--- src/rtl/uart_host_pkg.sv ---
package uart_host_pkg;

    localparam int DATA_W     = 8;
    localparam int ADDR_W     = 3;
    localparam int FIFO_DEPTH = 16;
    localparam int CNT_W      = $clog2(FIFO_DEPTH) + 1;
    localparam int DIV_W      = 2 * DATA_W;
    localparam int IRQ_N      = 4;

    typedef enum logic [ADDR_W-1:0] {
        OFS_DATA  = 3'd0,
        OFS_IER   = 3'd1,
        OFS_FCTL  = 3'd2,
        OFS_LCTL  = 3'd3,
        OFS_MCTL  = 3'd4,
        OFS_LSTAT = 3'd5,
        OFS_MSTAT = 3'd6,
        OFS_SCR   = 3'd7
    } reg_ofs_e;

    typedef struct packed {
        logic modem;
        logic line;
        logic thre;
        logic rda;
    } irq_vec_t;

    function automatic logic [CNT_W-1:0] trig_depth(input logic [1:0] code);
        case (code)
            2'd0:    return CNT_W'(1);
            2'd1:    return CNT_W'(4);
            2'd2:    return CNT_W'(8);
            default: return CNT_W'(14);
        endcase
    endfunction

endpackage

--- src/rtl/uart_byte_fifo.sv ---
module uart_byte_fifo #(
    parameter int DEPTH = 16,
    parameter int W     = 8,
    localparam int PTR_W = $clog2(DEPTH),
    localparam int CNT_W = PTR_W + 1
) (
    input  logic             clk,
    input  logic             rst,
    input  logic             flush,
    input  logic [CNT_W-1:0] cap,
    input  logic             push,
    input  logic [W-1:0]     din,
    input  logic             pop,
    output logic [W-1:0]     dout,
    output logic [CNT_W-1:0] count,
    output logic             accepted
);

    logic [W-1:0]     mem [DEPTH];
    logic [PTR_W-1:0] rd_ptr, wr_ptr;
    logic             pop_ok;

    assign pop_ok   = pop && (count != '0) && !flush;
    assign accepted = push && !flush && ((count < cap) || pop_ok);
    assign dout     = mem[rd_ptr];

    function automatic logic [PTR_W-1:0] next_ptr(input logic [PTR_W-1:0] p);
        return (p == PTR_W'(DEPTH - 1)) ? '0 : p + 1'b1;
    endfunction

    always_ff @(posedge clk) begin
        if (rst || flush) begin
            rd_ptr <= '0;
            wr_ptr <= '0;
            count  <= '0;
        end else begin
            if (accepted) begin
                mem[wr_ptr] <= din;
                wr_ptr      <= next_ptr(wr_ptr);
            end
            if (pop_ok) rd_ptr <= next_ptr(rd_ptr);
            case ({accepted, pop_ok})
                2'b10:   count <= count + 1'b1;
                2'b01:   count <= count - 1'b1;
                default: count <= count;
            endcase
        end
    end

    AST_COUNT_WITHIN_CAP: assert property (@(posedge clk) disable iff (rst)
        count <= cap);

    AST_REJECT_KEEPS_COUNT: assert property (@(posedge clk) disable iff (rst)
        (push && !accepted && !pop && !flush) |=> $stable(count));

endmodule

--- src/rtl/uart_irq_mask.sv ---
module uart_irq_mask
    import uart_host_pkg::*;
(
    input  logic [IRQ_N-1:0] enable,
    input  irq_vec_t         pending,
    output logic             irq
);

    logic [IRQ_N-1:0] pend_bits;
    logic [IRQ_N-1:0] hit;

    assign pend_bits = pending;

    for (genvar i = 0; i < IRQ_N; i++) begin : g_src
        assign hit[i] = enable[i] & pend_bits[i];
    end

    assign irq = |hit;

endmodule

--- src/rtl/uart_host_regs.sv ---
module uart_host_regs
    import uart_host_pkg::*;
(
    input  logic              clk,
    input  logic              rst,
    input  logic [ADDR_W-1:0] reg_addr,
    input  logic              reg_wr,
    input  logic              reg_rd,
    input  logic [DATA_W-1:0] reg_wdata,
    output logic [DATA_W-1:0] reg_rdata,
    output logic [DATA_W-1:0] tx_data,
    output logic              tx_valid,
    input  logic              tx_ready,
    input  logic [DATA_W-1:0] rx_data,
    input  logic              rx_valid,
    input  logic              rx_err,
    input  logic              modem_pend,
    output logic [DIV_W-1:0]  divisor,
    output logic              irq
);

    reg_ofs_e          ofs;
    logic [IRQ_N-1:0]  ier_q;
    logic [DATA_W-1:0] lcr_q;
    logic [DIV_W-1:0]  div_q;
    logic              fifo_en_q;
    logic [1:0]        trig_q;
    logic              overrun_q, err_q, thre_q;
    logic              dlab;
    logic              thr_push, rx_pop, tx_pop, fcr_wr, lsr_rd, fifo_flush;
    logic [CNT_W-1:0]  cap, tx_count, rx_count;
    logic [DATA_W-1:0] rx_head;
    logic              tx_acc, rx_acc;
    irq_vec_t          pend;

    assign ofs      = reg_ofs_e'(reg_addr);
    assign dlab     = lcr_q[DATA_W-1];
    assign thr_push = reg_wr && (ofs == OFS_DATA) && !dlab;
    assign rx_pop   = reg_rd && (ofs == OFS_DATA) && !dlab;
    assign fcr_wr   = reg_wr && (ofs == OFS_FCTL);
    assign lsr_rd   = reg_rd && (ofs == OFS_LSTAT);
    assign tx_valid = (tx_count != '0);
    assign tx_pop   = tx_valid && tx_ready;
    // flush on a disabling write and on any mode change
    assign fifo_flush = fcr_wr && !(reg_wdata[0] && fifo_en_q);
    assign cap        = fifo_en_q ? CNT_W'(FIFO_DEPTH) : CNT_W'(1);
    assign divisor    = div_q;

    uart_byte_fifo #(.DEPTH(FIFO_DEPTH), .W(DATA_W)) u_tx_q (
        .clk(clk), .rst(rst), .flush(fifo_flush), .cap(cap),
        .push(thr_push), .din(reg_wdata), .pop(tx_pop),
        .dout(tx_data), .count(tx_count), .accepted(tx_acc)
    );

    uart_byte_fifo #(.DEPTH(FIFO_DEPTH), .W(DATA_W)) u_rx_q (
        .clk(clk), .rst(rst), .flush(fifo_flush), .cap(cap),
        .push(rx_valid), .din(rx_data), .pop(rx_pop),
        .dout(rx_head), .count(rx_count), .accepted(rx_acc)
    );

    always_comb begin
        pend.rda   = fifo_en_q ? (rx_count >= trig_depth(trig_q)) : (rx_count != '0);
        pend.thre  = thre_q;
        pend.line  = overrun_q | err_q;
        pend.modem = modem_pend;
    end

    uart_irq_mask u_irq (
        .enable(ier_q), .pending(pend), .irq(irq)
    );

    always_ff @(posedge clk) begin
        if (rst) begin
            ier_q     <= '0;
            lcr_q     <= '0;
            div_q     <= '0;
            fifo_en_q <= 1'b0;
            trig_q    <= 2'd0;
            overrun_q <= 1'b0;
            err_q     <= 1'b0;
            thre_q    <= 1'b1;
        end else begin
            if (reg_wr) begin
                case (ofs)
                    OFS_DATA: if (dlab) div_q[DATA_W-1:0] <= reg_wdata;
                    OFS_IER: begin
                        if (dlab) div_q[DIV_W-1:DATA_W] <= reg_wdata;
                        else      ier_q <= reg_wdata[IRQ_N-1:0];
                    end
                    OFS_FCTL: begin
                        fifo_en_q <= reg_wdata[0];
                        if (reg_wdata[0]) trig_q <= reg_wdata[7:6];
                    end
                    OFS_LCTL: lcr_q <= reg_wdata;
                    default: ;
                endcase
            end
            if (lsr_rd) begin
                overrun_q <= 1'b0;
                err_q     <= 1'b0;
            end
            if (rx_valid && !rx_acc && !fifo_flush) overrun_q <= 1'b1;
            if (rx_err) err_q <= 1'b1;
            if (thr_push)
                thre_q <= 1'b0;
            else if (fifo_flush || (tx_pop && tx_count == CNT_W'(1)))
                thre_q <= 1'b1;
        end
    end

    always_comb begin
        case (ofs)
            OFS_DATA:  reg_rdata = dlab ? div_q[DATA_W-1:0] : rx_head;
            OFS_IER:   reg_rdata = dlab ? div_q[DIV_W-1:DATA_W]
                                        : {{(DATA_W-IRQ_N){1'b0}}, ier_q};
            OFS_FCTL:  reg_rdata = {fifo_en_q, fifo_en_q, 5'b0, !irq};
            OFS_LCTL:  reg_rdata = lcr_q;
            OFS_LSTAT: reg_rdata = {2'b0, (tx_count == '0), 2'b0, err_q, overrun_q,
                                    (rx_count != '0)};
            default:   reg_rdata = '0;
        endcase
    end

    AST_THR_WRITE_CLEARS_THRE: assert property (@(posedge clk) disable iff (rst)
        thr_push |=> !thre_q);

    AST_FCR_OFF_FLUSHES: assert property (@(posedge clk) disable iff (rst)
        (fcr_wr && !reg_wdata[0]) |=> (!tx_valid && rx_count == '0));

    AST_IER_UPPER_ZERO: assert property (@(posedge clk) disable iff (rst)
        (reg_rd && ofs == OFS_IER && !dlab) |-> (reg_rdata[7:4] == 4'h0));

    AST_IRQ_MASKED: assert property (@(posedge clk) disable iff (rst)
        (ier_q == '0) |-> !irq);

    AST_OVERRUN_ON_FULL: assert property (@(posedge clk) disable iff (rst)
        (rx_valid && !rx_acc && !fifo_flush) |=> overrun_q);

    AST_TX_HEAD_HELD: assert property (@(posedge clk) disable iff (rst)
        (tx_valid && !tx_ready && !fifo_flush) |=> (tx_valid && $stable(tx_data)));

    AST_DLAB_NO_PUSH: assert property (@(posedge clk) disable iff (rst)
        (reg_wr && ofs == OFS_DATA && dlab && !tx_pop) |=> $stable(tx_count));

endmodule

--- config.mk ---
export PLATFORM = sky130hd
export DESIGN_NAME = uart_host_regs
export DESIGN_NICKNAME = d
export VERILOG_FILES = /design/src/rtl/uart_host_pkg.sv /design/src/rtl/uart_byte_fifo.sv /design/src/rtl/uart_irq_mask.sv /design/src/rtl/uart_host_regs.sv
export SDC_FILE = /design/constraint.sdc
export NUM_CORES = 1
export LEC_CHECK = 0
export ABC_AREA = 0
export CAP_MARGIN = 20
export CORE_MARGIN = 2
export CORE_UTILIZATION = 56
export CTS_BUF_LIST = sky130_fd_sc_hd__clkbuf_8
export DETAILED_ROUTE_END_ITERATION = 6
export PLACE_DENSITY = 0.78
export REMOVE_ABC_BUFFERS = 1
export SYNTH_ARGS = -nofsm -noshare
export SYNTH_HDL_FRONTEND = slang
export SYNTH_SLANG_ARGS = --single-unit
--- constraint.sdc ---
create_clock -name clk -period 3 [get_ports clk]
set_input_delay 0.6 -clock clk [delete_from_list [all_inputs] [get_ports clk]]
set_output_delay 0.6 -clock clk [all_outputs]
set_load 0.005 [all_outputs]
# [After elaboration in Yosys (flattened, before gate mapping)]
# Memories as Yosys holds them, arrays and structs flattened. A register that Yosys moved wholly into a read port is not among the register bits.
# Cells that the tools add are included.
# W data, S select, Z words.
[totals] word_cells=122 ram_bits=256 memories=2 ff_bits=60 inputBits=27 output_inout_bits=34
[op_classes] bitwise=6 n_addsub=8 muxes=27 reduce_logical=46 n_eq_ne=15 magnitude_cmp=3
[mem_list] name="u_rx_q.mem" depth=16 width=8 rd=1 rd_clocked_by_memory_dff=1 wr=1 line="uart_byte_fifo.sv:19" rtl="logic [W-1:0] mem [DEPTH];"
[mem_list] name="u_tx_q.mem" depth=16 width=8 rd=1 rd_clocked_by_memory_dff=1 wr=1 line="uart_byte_fifo.sv:19"
[op_table] op="$pmux W8 S5" count=1
[op_table] op="$mux W4" count=8
[op_table] op="$logic_and A1 B1 Y1" count=20
[op_table] op="$pmux W5 S2" count=2
[op_table] op="$add A4 B1 Y4 const B" count=4
[op_table] op="$eq A4 B4 Y1 const B" count=4
[op_table] op="$mux W8" count=2
[op_table] op="$mux W1" count=12
[op_table] op="$pmux W4 S3" count=1
[op_table] op="$reduce_and A3 Y1" count=4
[op_table] op="$add A5 B1 Y5 const B" count=2
[op_table] op="$lt A5 B5 Y1" count=2
[op_table] op="$reduce_bool A2 Y1" count=5
[op_table] op="$reduce_bool A5 Y1" count=2
[op_table] op="$sub A5 B1 Y5 const B" count=2
[op_table] op="$eq A2 B1 Y1 const B" count=3
[op_table] op="$eq A2 B2 Y1 const B" count=3
[op_table] op="$eq A3 B2 Y1 const B" count=2
[op_table] op="$eq A5 B1 Y1 const B" count=1
[op_table] op="$ge A5 B5 Y1" count=1
[op_table] op="$logic_not A1 Y1" count=5
[op_table] op="$logic_not A5 Y1" count=1
[op_table] op="$mux W5" count=1
[op_table] op="$and A1 B1 Y1" count=4
[op_table] op="other kinds (9)" count=13

# [Longest topological paths before layout]
# Gate-level depths: netlist of run 1.
[logic_depth] word_depth=11 mapped_depth=13 mapped_depth_nobuf=13

# [Hierarchy]
# A second synthesis of run 1 with hierarchy kept.
[hier_totals] cells_unflattened=860 area_unflattened_um2=13810.7
[by_module_without_submodules] mod="uart_byte_fifo at u_rx_q" cells_each=320 n_inst=1 seq_area_each_um2=4184.0 area_per_inst_um2=6007.0
[by_module_without_submodules] mod="uart_byte_fifo at u_tx_q" cells_each=315 n_inst=1 seq_area_each_um2=4184.0 area_per_inst_um2=5960.7
[by_module_without_submodules] mod="uart_host_regs" cells_each=222 n_inst=1 seq_area_each_um2=680.7 area_per_inst_um2=1824.2
[by_module_without_submodules] mod="uart_irq_mask" cells_each=3 n_inst=1 seq_area_each_um2=0.0 area_per_inst_um2=18.8

# [Worst setup path after synthesis of run 1]
# Ideal clock, no wire load.
[synth_timing] path_kind="register to register" start="register u_rx_q.count[0]" end="register u_rx_q.count[4]" path_stages_with_launch=13 period_less_slack_ps=3341 setup_slack_ps=-341 setup_time_ps=70 n_path_buf=0 arrival_time_ps=3271 required_time_ps=2930 path_cell_list="dfxtp_1 or4_4 o2111ai_1 o21ai_0 nand2_2 ha_1 inv_1 fa_1 nor2b_1 o21ai_0 and3_1 or4_1 a21oi_1"
[synth_via] elab_chain_cells=7 elab_cells_between_ends=12 classes_between="2 x add/sub; 1 x order compare; 2 x eq/ne; 1 x mux; 6 x reduce/logical"
[synth_lines] element="start: declaration" line="uart_byte_fifo.sv:15" rtl="output logic [CNT_W-1:0] count,"
[synth_lines] element="start signal: assignment" line="uart_byte_fifo.sv:43" rtl="2'b10: count <= count + 1'b1;"
[synth_lines] element="start signal: assignment" line="uart_byte_fifo.sv:44" rtl="2'b01: count <= count - 1'b1;"
[synth_lines] element="start signal: assignment" line="uart_byte_fifo.sv:45" rtl="default: count <= count;"
[synth_lines] element="branches (longest 7 deep; another with $lt A5 B5 Y1)"
# Several ways; the timed one is not identified.
# A chain may end at the register's enable or synchronous reset.

# [Worst setup path after layout of run 1]
[layout_timing] start="register trig_q[0]" end="output reg_rdata[0]"
[layout_via] elab_chain_cells=8 elab_cells_between_ends=10 classes_between="1 x order compare; 2 x eq/ne; 3 x mux; 1 x bitwise; 3 x reduce/logical"
[layout_lines] element="start: declaration" line="uart_host_regs.sv:27" rtl="logic [1:0] trig_q;"
[layout_lines] element="start signal: assignment" line="uart_host_regs.sv:92" rtl="if (reg_wdata[0]) trig_q <= reg_wdata[7:6];"
[layout_lines] element="$eq A2 B2 Y1, or another cell as far along" line="uart_host_pkg.sv:29" rtl="case (code)"
[layout_lines] element="$pmux W4 S3 *" line="uart_host_pkg.sv:29"
[layout_lines] element="$ge A5 B5 Y1 *" line="uart_host_regs.sv:62" rtl="pend.rda = fifo_en_q ? (rx_count >= trig_depth(trig_q)) : (rx_count != '0);"
[layout_lines] element="$mux W1 *" line="uart_host_regs.sv:62"
[layout_lines] element="$and A1 B1 Y1 *" line="uart_irq_mask.sv:15" rtl="assign hit[i] = enable[i] & pend_bits[i];"
[layout_lines] element="$reduce_or A4 Y1 *" line="uart_irq_mask.sv:18" rtl="assign irq = |hit;"
[layout_lines] element="$logic_not A1 Y1 *" line="uart_host_regs.sv:116" rtl="OFS_FCTL: reg_rdata = {fifo_en_q, fifo_en_q, 5'b0, !irq};"
[layout_lines] element="$pmux W8 S5 *" line="uart_host_regs.sv:112" rtl="case (ofs)"
[layout_lines] element="end: declaration" line="uart_host_regs.sv:10" rtl="output logic [DATA_W-1:0] reg_rdata,"
# Mark *: on every way between the ends. The rest lies on a longest branch, timed or not.

==> impl_metrics.env, run 1 <==
export IMPL_required_ns=2.40
export IMPL_grt_overflow=0
export IMPL_fin_crit_sh_pct=107
export IMPL_start_kind="register"
export IMPL_arrival_ns=2.61
export IMPL_whs_endpoint="lcr_q[3]$_SDFFE_PP0P_"
export IMPL_finish_instance_area_um2=16800
export IMPL_tightest_slew_ns=0.870
export IMPL_core_um2=23500
export IMPL_path_class="reg -> out"
export IMPL_worst_slack_ns=-0.211
export IMPL_grt_max_degree=38
export IMPL_drive_above_1_share_pct=32.4
export IMPL_mostFrequentLayoutCells="256 x edfxtp_1, 98 x buf_4, 66 x mux4_2, 61 x dfxtp_1, 59 x clkbuf_8"
export IMPL_dpl_cell_area_um2=15100
export IMPL_reg2reg_to="u_rx_q.count[4]$_SDFFE_PP0P_"
export IMPL_firstDrtPassIters=5
export IMPL_synth_flop_cell="edfxtp_1"
export IMPL_synthTopCellsByArea="edfxtp_1 58%, mux4_2 11%, dfxtp_1 10%"
export IMPL_hold_viol=0
export IMPL_gp_congestion=0.908
export IMPL_max_cap_violations=0
export IMPL_die_h_um=158
export IMPL_io_buffers=60
export IMPL_power_leakage_nw=5.76
export IMPL_area_delta_synth_final_pct=25.7
export IMPL_hp_start="lcr_q[3]$_SDFFE_PP0P_"
export IMPL_fin_crit_ns=3.21
export IMPL_final_common_cell="edfxtp_1"
export IMPL_ff2ff_path_depth=12
export IMPL_pre_cts_slack_ns=-0.517
export IMPL_num_rows=56
export IMPL_post_route_util_pct=71.5
export IMPL_die_area_um2=25100
export IMPL_yosysWarnings=0
export IMPL_syn_avg_cell_area_um2=15.9
export IMPL_fillCellCount=1407
export IMPL_path_cells="buf_6 > nand2_1 > ha_1 > a211o_1 > a211oi_2 > o211ai_1 > o311ai_1 > buf_4 > buf_6"
export IMPL_yosysTopAreaCellShare_pct=57.6
export IMPL_synth_cell_types=60
export IMPL_clkSlewWorstSetupHoldPaths_ns=0.07
export IMPL_endpoint_kind="primary output"
export IMPL_routed_wl_um=32700
export IMPL_status="complete, but fails checks"
export IMPL_maxSlewHeadroom_pct=41.8
export IMPL_hp_class="reg -> reg"
export IMPL_netlist_instances=842
export IMPL_ant_nets=0
export IMPL_clock_latency_ns=0.59
export IMPL_vias=8431
export IMPL_grt_pass1_vias=8543
export IMPL_crit_cells=9
export IMPL_worst_path_max_delay_cell="dfxtp_2"
export IMPL_fmax_mhz=311
export IMPL_start_util_pct=56.9
export IMPL_io_pins=61
export IMPL_vdd_ir_drop_max_uv=483
export IMPL_path_common_cell="buf_6"
export IMPL_h_tree_depth=2
export IMPL_cts_num_sinks=324
export IMPL_layout_cells_non_filler=1408
export IMPL_cp_num_buf_inv=3
export IMPL_cts_root_buf="clkbuf_8"
export IMPL_tritoncts="yes"
export IMPL_report_final_slew_viol_count=0
export IMPL_clock_path_buffers=3
export IMPL_ys_seq_area_share_pct=67.8
export IMPL_powerDensity_nw_per_um2=620
export IMPL_slowest_delay_ns=0.36
export IMPL_skew_ns=0.0196
export IMPL_rsz0062_at_grt="yes"
export IMPL_drt_initial_drc_count=804
export IMPL_cts_buffers=51
export IMPL_finalSetupViolations=15
export IMPL_viasPerCell=5.99
export IMPL_holdPathStages=2
export IMPL_rrSetupSlack_ns=0.07
export IMPL_dp_cells=1284
export IMPL_synth_edf_count=256
export IMPL_yosysTopAreaCell="edfxtp_1"
export IMPL_synth_area_um2=13400
export IMPL_place_hpwl_um=20700
export IMPL_grt_pass1_wl_um=49600
export IMPL_die_width_um=158
export IMPL_cts_hold_buffers=0
export IMPL_whs_ns=0.465
export IMPL_synthArstFlopShare_pct=0
export IMPL_wire_per_inst_um=23.2
export IMPL_cp_max_fo=3
export IMPL_nNetsFinal=1100
export IMPL_antenna_found_initial=0
export IMPL_violations="negative setup slack"
export IMPL_crit_family="compound AO/OA/AOI/OAI gates"
export IMPL_drc=0
export IMPL_grtUsageTotal_pct=26.9
export IMPL_ys_seq_elements=324
export IMPL_r2r_start="u_rx_q.count[0]$_SDFFE_PP0P_"
## metrics by stage
step	TNS, ns	total power, mW
after floorplan	-2.01	5.81
after global placement	-2.74	6.44
after CTS	-1.60	10.4
final	-1.26	10.4
after detailed placement	-3.42	6.46
after global routing	-2.26	10.8
## what timing repair did
action	4_1_cts	5_1_grt
pin swaps	21	30
gates resized for setup	137	34
endpoints found under the setup margin	19	19
gates cloned	5	0
buffers inserted	23	8
## worst max path at each step
stage                                  from                      endpoint  slack (ns)
5_1_grt              trig_q[0]$_SDFFE_PP0P_                  reg_rdata[0]       -0.37
2_1_floorplan  u_rx_q.count[0]$_SDFFE_PP0P_  u_rx_q.count[4]$_SDFFE_PP0P_       -0.35
6_report             trig_q[0]$_SDFFE_PP0P_                  reg_rdata[0]       -0.21
3_3_place_gp                    reg_addr[0]  u_rx_q.count[4]$_SDFFE_PP0P_       -0.42
4_1_cts              trig_q[0]$_SDFFE_PP0P_                  reg_rdata[0]       -0.29
3_5_place_dp                    reg_addr[0]  u_rx_q.count[4]$_SDFFE_PP0P_       -0.52
## worst register-to-register path, stage by stage, from the launching register on
cell,delay [ns]
dfxtp_2,0.33
or4_4,0.58
o2111ai_4,0.24
o21ai_2,0.11
nand2_2,0.10
ha_4,0.17
inv_4,0.04
fa_2,0.40
nor2b_4,0.14
o21ai_2,0.07
and3_4,0.15
or4_4,0.41
a21oi_2,0.12
## cell usage after synthesis (3+ instances only)
| cell | instances |
|---|---|
| a21oi_1 | 35 |
| a221oi_1 | 6 |
| a32oi_1 | 3 |
| and3_1 | 6 |
| and4_1 | 3 |
| and4_2 | 5 |
| buf_1 | 8 |
| buf_2 | 10 |
| clkbuf_1 | 23 |
| dfxtp_1 | 68 |
| edfxtp_1 | 256 |
| ha_1 | 24 |
| inv_1 | 23 |
| mux2_2 | 10 |
| mux2i_1 | 41 |
| mux4_2 | 66 |
| nand2_1 | 53 |
| nand2b_1 | 3 |
| nand3_1 | 16 |
| nand4_1 | 5 |
| nor2_1 | 58 |
| nor2b_1 | 9 |
| nor3_1 | 10 |
| nor4_1 | 8 |
| o211ai_1 | 3 |
| o21a_1 | 3 |
| o21ai_0 | 32 |
| o221ai_1 | 6 |
| o22ai_1 | 3 |
| xnor2_1 | 3 |
| xor2_1 | 5 |
## power by group
group	switching [mW]	internal (mW)
combinational	0.790	0.947
clock	1.71	1.98
sequential	0.0687	4.92
## logic make-up (layout without fill, tap and decap cells)
family	count (synthesis)	after routing	synth area share [%]
adders and majority gates	25	25	2.40
other	0	1	0
buffers and inverters	65	311	1.92
muxes	117	117	15.0
and+or+nand+nor	188	188	6.88
DFF	324	324	67.8
xor gates and xnor gates	8	8	0.525
AOI/OAI and AO/OA	115	115	5.48
## layer usage
layer | global-route usage (%) | share of wire [%] | vias up
met5 | 0 | 0 | -
met4 | 11.1 | 3.9 | 0
met3 | 4.41 | 6.6 | 86
met2 | 47.0 | 52 | 350
met1 | 33.5 | 38 | 4255
li1 | - | - | 3740
## registers in the layout, summed over array words and instances, names as in the netlist, named ones only
| name | count |
|---|---|
| lcr_q | 8 |
| fifo_en_q | 1 |
| u_rx_q.count | 5 |
| u_tx_q.rd_ptr | 4 |
| thre_q | 1 |
| u_rx_q.rd_ptr | 4 |
| divisor | 16 |
| u_tx_q.wr_ptr | 4 |
| u_tx_q.mem | 128 |
| u_rx_q.wr_ptr | 4 |
| trig_q | 2 |
| err_q | 1 |
| overrun_q | 1 |
| ier_q | 4 |
| u_rx_q.mem | 128 |
| u_tx_q.count | 5 |
## layout make-up
type                            instances  area [µm²]  share of cell area, %
Inverter                               24        92.6                  0.551
Timing Repair Buffer                  194        1870                   11.2
Clock buffer                           59         812                   4.84
Antenna cell                            1        2.50                 0.0149
Tap cell                              319         399                   2.38
Sequential cell                       324        9060                   54.0
Multi-Input combinational cell        453        4330                   25.8
Clock inverter                         34         211                   1.26
Note: power is estimated with default switching activity, not from simulation.
==> run 2, diff against run 1 <==
ABC_AREA = unset   (was 0)
==> results of run 2 <==
Final layout, timing and power as in run 1 (identical DEF).
==> run 3, diff against run 2 <==
ABC_AREA = 1   (was unset)
CORE_UTILIZATION = 57   (was 56)
PLACE_DENSITY = 0.79   (was 0.78)
SKIP_LAST_GASP = 1   (was unset)
==> impl_metrics.env, run 3 <==
export IMPL_grt_pass1_vias=10600
export IMPL_dpl_cell_area_um2=15300
export IMPL_synth_commonest_cells="256 x edfxtp_1, 250 x nand2_1, 151 x nor2_1, 136 x nand3_1, 108 x o21ai_0"
export IMPL_fin_crit_sh_pct=102
export IMPL_hp_class="reg -> reg"
export IMPL_vdd_ir_drop_max_uv=455
export IMPL_h_tree_depth=2
export IMPL_max_cap_violations=0
export IMPL_start_kind="register"
export IMPL_yosysTopAreaCellShare_pct=55.6
export IMPL_grt_overflow=0
export IMPL_violations="negative setup slack"
export IMPL_wire_per_inst_um=20.2
export IMPL_path_cells="inv_8 > buf_16 > o21ai_0 > o221ai_1 > o211ai_1 > nand2_1 > clkdlybuf4s50_1"
export IMPL_skew_ns=0.0561
export IMPL_place_hpwl_um=22800
export IMPL_grt_pass1_wl_um=56300
export IMPL_tightest_slew_ns=0.916
export IMPL_grt_max_degree=37
export IMPL_clkSlewWorstSetupHoldPaths_ns=0.06
export IMPL_synth_edf_count=256
export IMPL_tritoncts="yes"
export IMPL_core_um2=23600
export IMPL_cts_root_buf="clkbuf_8"
export IMPL_report_final_slew_viol_count=0
export IMPL_io_buffers=60
export IMPL_layout_cells_non_filler=1831
export IMPL_hold_viol=0
export IMPL_crit_family="buffers and inverters"
export IMPL_nNetsFinal=1522
export IMPL_synthTopCellsByArea="edfxtp_1 56%, dfxtp_1 9.8%, nand2_1 6.8%"
export IMPL_power_leakage_nw=6.36
export IMPL_finish_instance_area_um2=16800
export IMPL_antenna_found_initial=0
export IMPL_yosysTopAreaCell="edfxtp_1"
export IMPL_worst_slack_ns=-0.0687
export IMPL_worst_path_max_delay_cell="clkdlybuf4s50_1"
export IMPL_rsz0062_at_grt="yes"
export IMPL_netlist_instances=1301
export IMPL_pre_cts_slack_ns=-0.169
export IMPL_synth_area_um2=13800
export IMPL_antenna_cells=0
export IMPL_ys_seq_area_share_pct=65.5
export IMPL_syn_avg_cell_area_um2=10.6
export IMPL_endpoint_kind="primary output"
export IMPL_finalPower_mw=11.6
export IMPL_seq_area_um2=9070
export IMPL_cp_max_fo=18
export IMPL_slowest_delay_ns=0.49
export IMPL_maxSlewHeadroom_pct=38.7
export IMPL_die_area_um2=25500
export IMPL_required_ns=2.40
export IMPL_status="complete, but fails checks"
export IMPL_synth_cell_types=38
export IMPL_grtUsageTotal_pct=28.2
export IMPL_viasPerCell=5.89
export IMPL_drive_above_1_share_pct=16.9
export IMPL_yosysWarnings=0
export IMPL_die_width_um=160
export IMPL_cts_num_sinks=324
export IMPL_area_delta_synth_final_pct=21.9
export IMPL_vias=10800
export IMPL_drc=0
export IMPL_cp_num_buf_inv=3
export IMPL_gp_congestion=0.900
export IMPL_rrSetupSlack_ns=0.30
export IMPL_fillCellCount=1564
export IMPL_clock_path_buffers=3
export IMPL_clock_latency_ns=0.60
export IMPL_num_rows=56
export IMPL_mostFrequentLayoutCells="256 x edfxtp_1, 246 x nand2_1, 149 x nor2_1, 130 x nand3_1, 106 x o21ai_0"
export IMPL_path_class="reg -> out"
export IMPL_firstDrtPassIters=7
export IMPL_multi_input_area_um2=4320
export IMPL_synth_flop_cell="edfxtp_1"
export IMPL_cts_hold_buffers=0
export IMPL_ys_seq_elements=324
export IMPL_final_common_cell="edfxtp_1"
export IMPL_synthArstFlopShare_pct=0
export IMPL_fin_crit_ns=3.07
export IMPL_yosysMostFrequentCell="edfxtp_1"
export IMPL_routed_wl_um=37000
export IMPL_dp_cells=1712
export IMPL_whs_ns=0.461
export IMPL_arrival_ns=2.47
export IMPL_ant_nets=0
export IMPL_drt_initial_drc_count=1112
export IMPL_finalSetupViolations=2
export IMPL_powerDensity_nw_per_um2=690
export IMPL_start_util_pct=58.5
export IMPL_die_h_um=160
export IMPL_fmax_mhz=326
export IMPL_cts_buffers=51
export IMPL_io_pins=61
## run 3: changes by cell type after synthesis, sizes merged, moves of 9 or more
cell	before	now
mux2	10	0
mux4	66	0
nor2b	9	0
mux2i	41	0
nand3	16	138
a21oi	35	69
o21ai	32	111
nand2	54	263
inv	23	76
clkbuf	23	37
o221ai	6	24
nor2	58	156
## run 3: worst register-to-register path: cells and delay by family (launching register included)
kind	cells	cell delay (ns)
fa+ha+maj	3	0.95
simple gates	6	0.57
flops	1	0.37
compound gates	2	0.33
buf+inv	3	0.24
xor+xnor	1	0.17
## run 3: where the power goes
| part | total (mW) | switching, mW | internal, mW |
|---|---|---|---|
| clock | 3.61 | 1.73 | 1.88 |
| sequential | 5.16 | 0.162 | 5.00 |
| combinational | 2.86 | 1.66 | 1.20 |
## run 3: per-layer routing
metal / vias to the layer above / share of wire, % / GRT usage, %
li1: 4923 / - / -
met1: 5121 / 38 / 35.7
met2: 620 / 48 / 47.4
met3: 113 / 9.6 / 5.74
met4: 0 / 4.1 / 12.1
met5: - / 0 / 0
## run 3: final cells by class
class | count | area share, %
flip-flops and latches | 324 | 53.8
multi-input cells | 839 | 25.6
repair buffers | 177 | 10.4
clock buffers | 62 | 5.06
well taps | 319 | 2.37
inverters | 77 | 1.83
clock inverters | 33 | 0.906
## run 3: what timing repair did
item / 4_1_cts / 5_1_grt
endpoints found under the setup margin: 17 / 17
buffers inserted: 12 / 6
gates resized for setup: 50 / 28
pin swaps: 5 / 10
cloned: 3 / 3
## run 3: kinds of logic after synthesis
| group | share of synthesized area (%) |
|---|---|
| XOR/XNOR | 0.444 |
| buffers and inverters | 4.00 |
| adder cells (fa/ha/maj) | 2.32 |
| AND/OR/NAND/NOR | 18.2 |
| AO/OA/AOI/OAI | 9.55 |
| flip-flops | 65.5 |
## run 3: final timing paths
check	cells past startpoint	end	startpoint
max	7	tx_data[7]	register
min	2	ier_q[2]$_SDFFE_PP0P_	ier_q[2]$_SDFFE_PP0P_
max reg2reg	15	u_rx_q.count[4]$_SDFFE_PP0P_	fifo_en_q$_SDFFE_PP0P_
min reg2reg	2	ier_q[2]$_SDFFE_PP0P_	ier_q[2]$_SDFFE_PP0P_
## run 3: metrics by stage
step / TNS [ns] / util (%)
2_1_floorplan: -1.88 / -
6_report: -0.102 / 71.4
5_1_grt: -0.649 / 71.4
3_3_place_gp: -0.745 / 64.8
4_1_cts: -0.0470 / 70.4
3_5_place_dp: -1.08 / 64.8
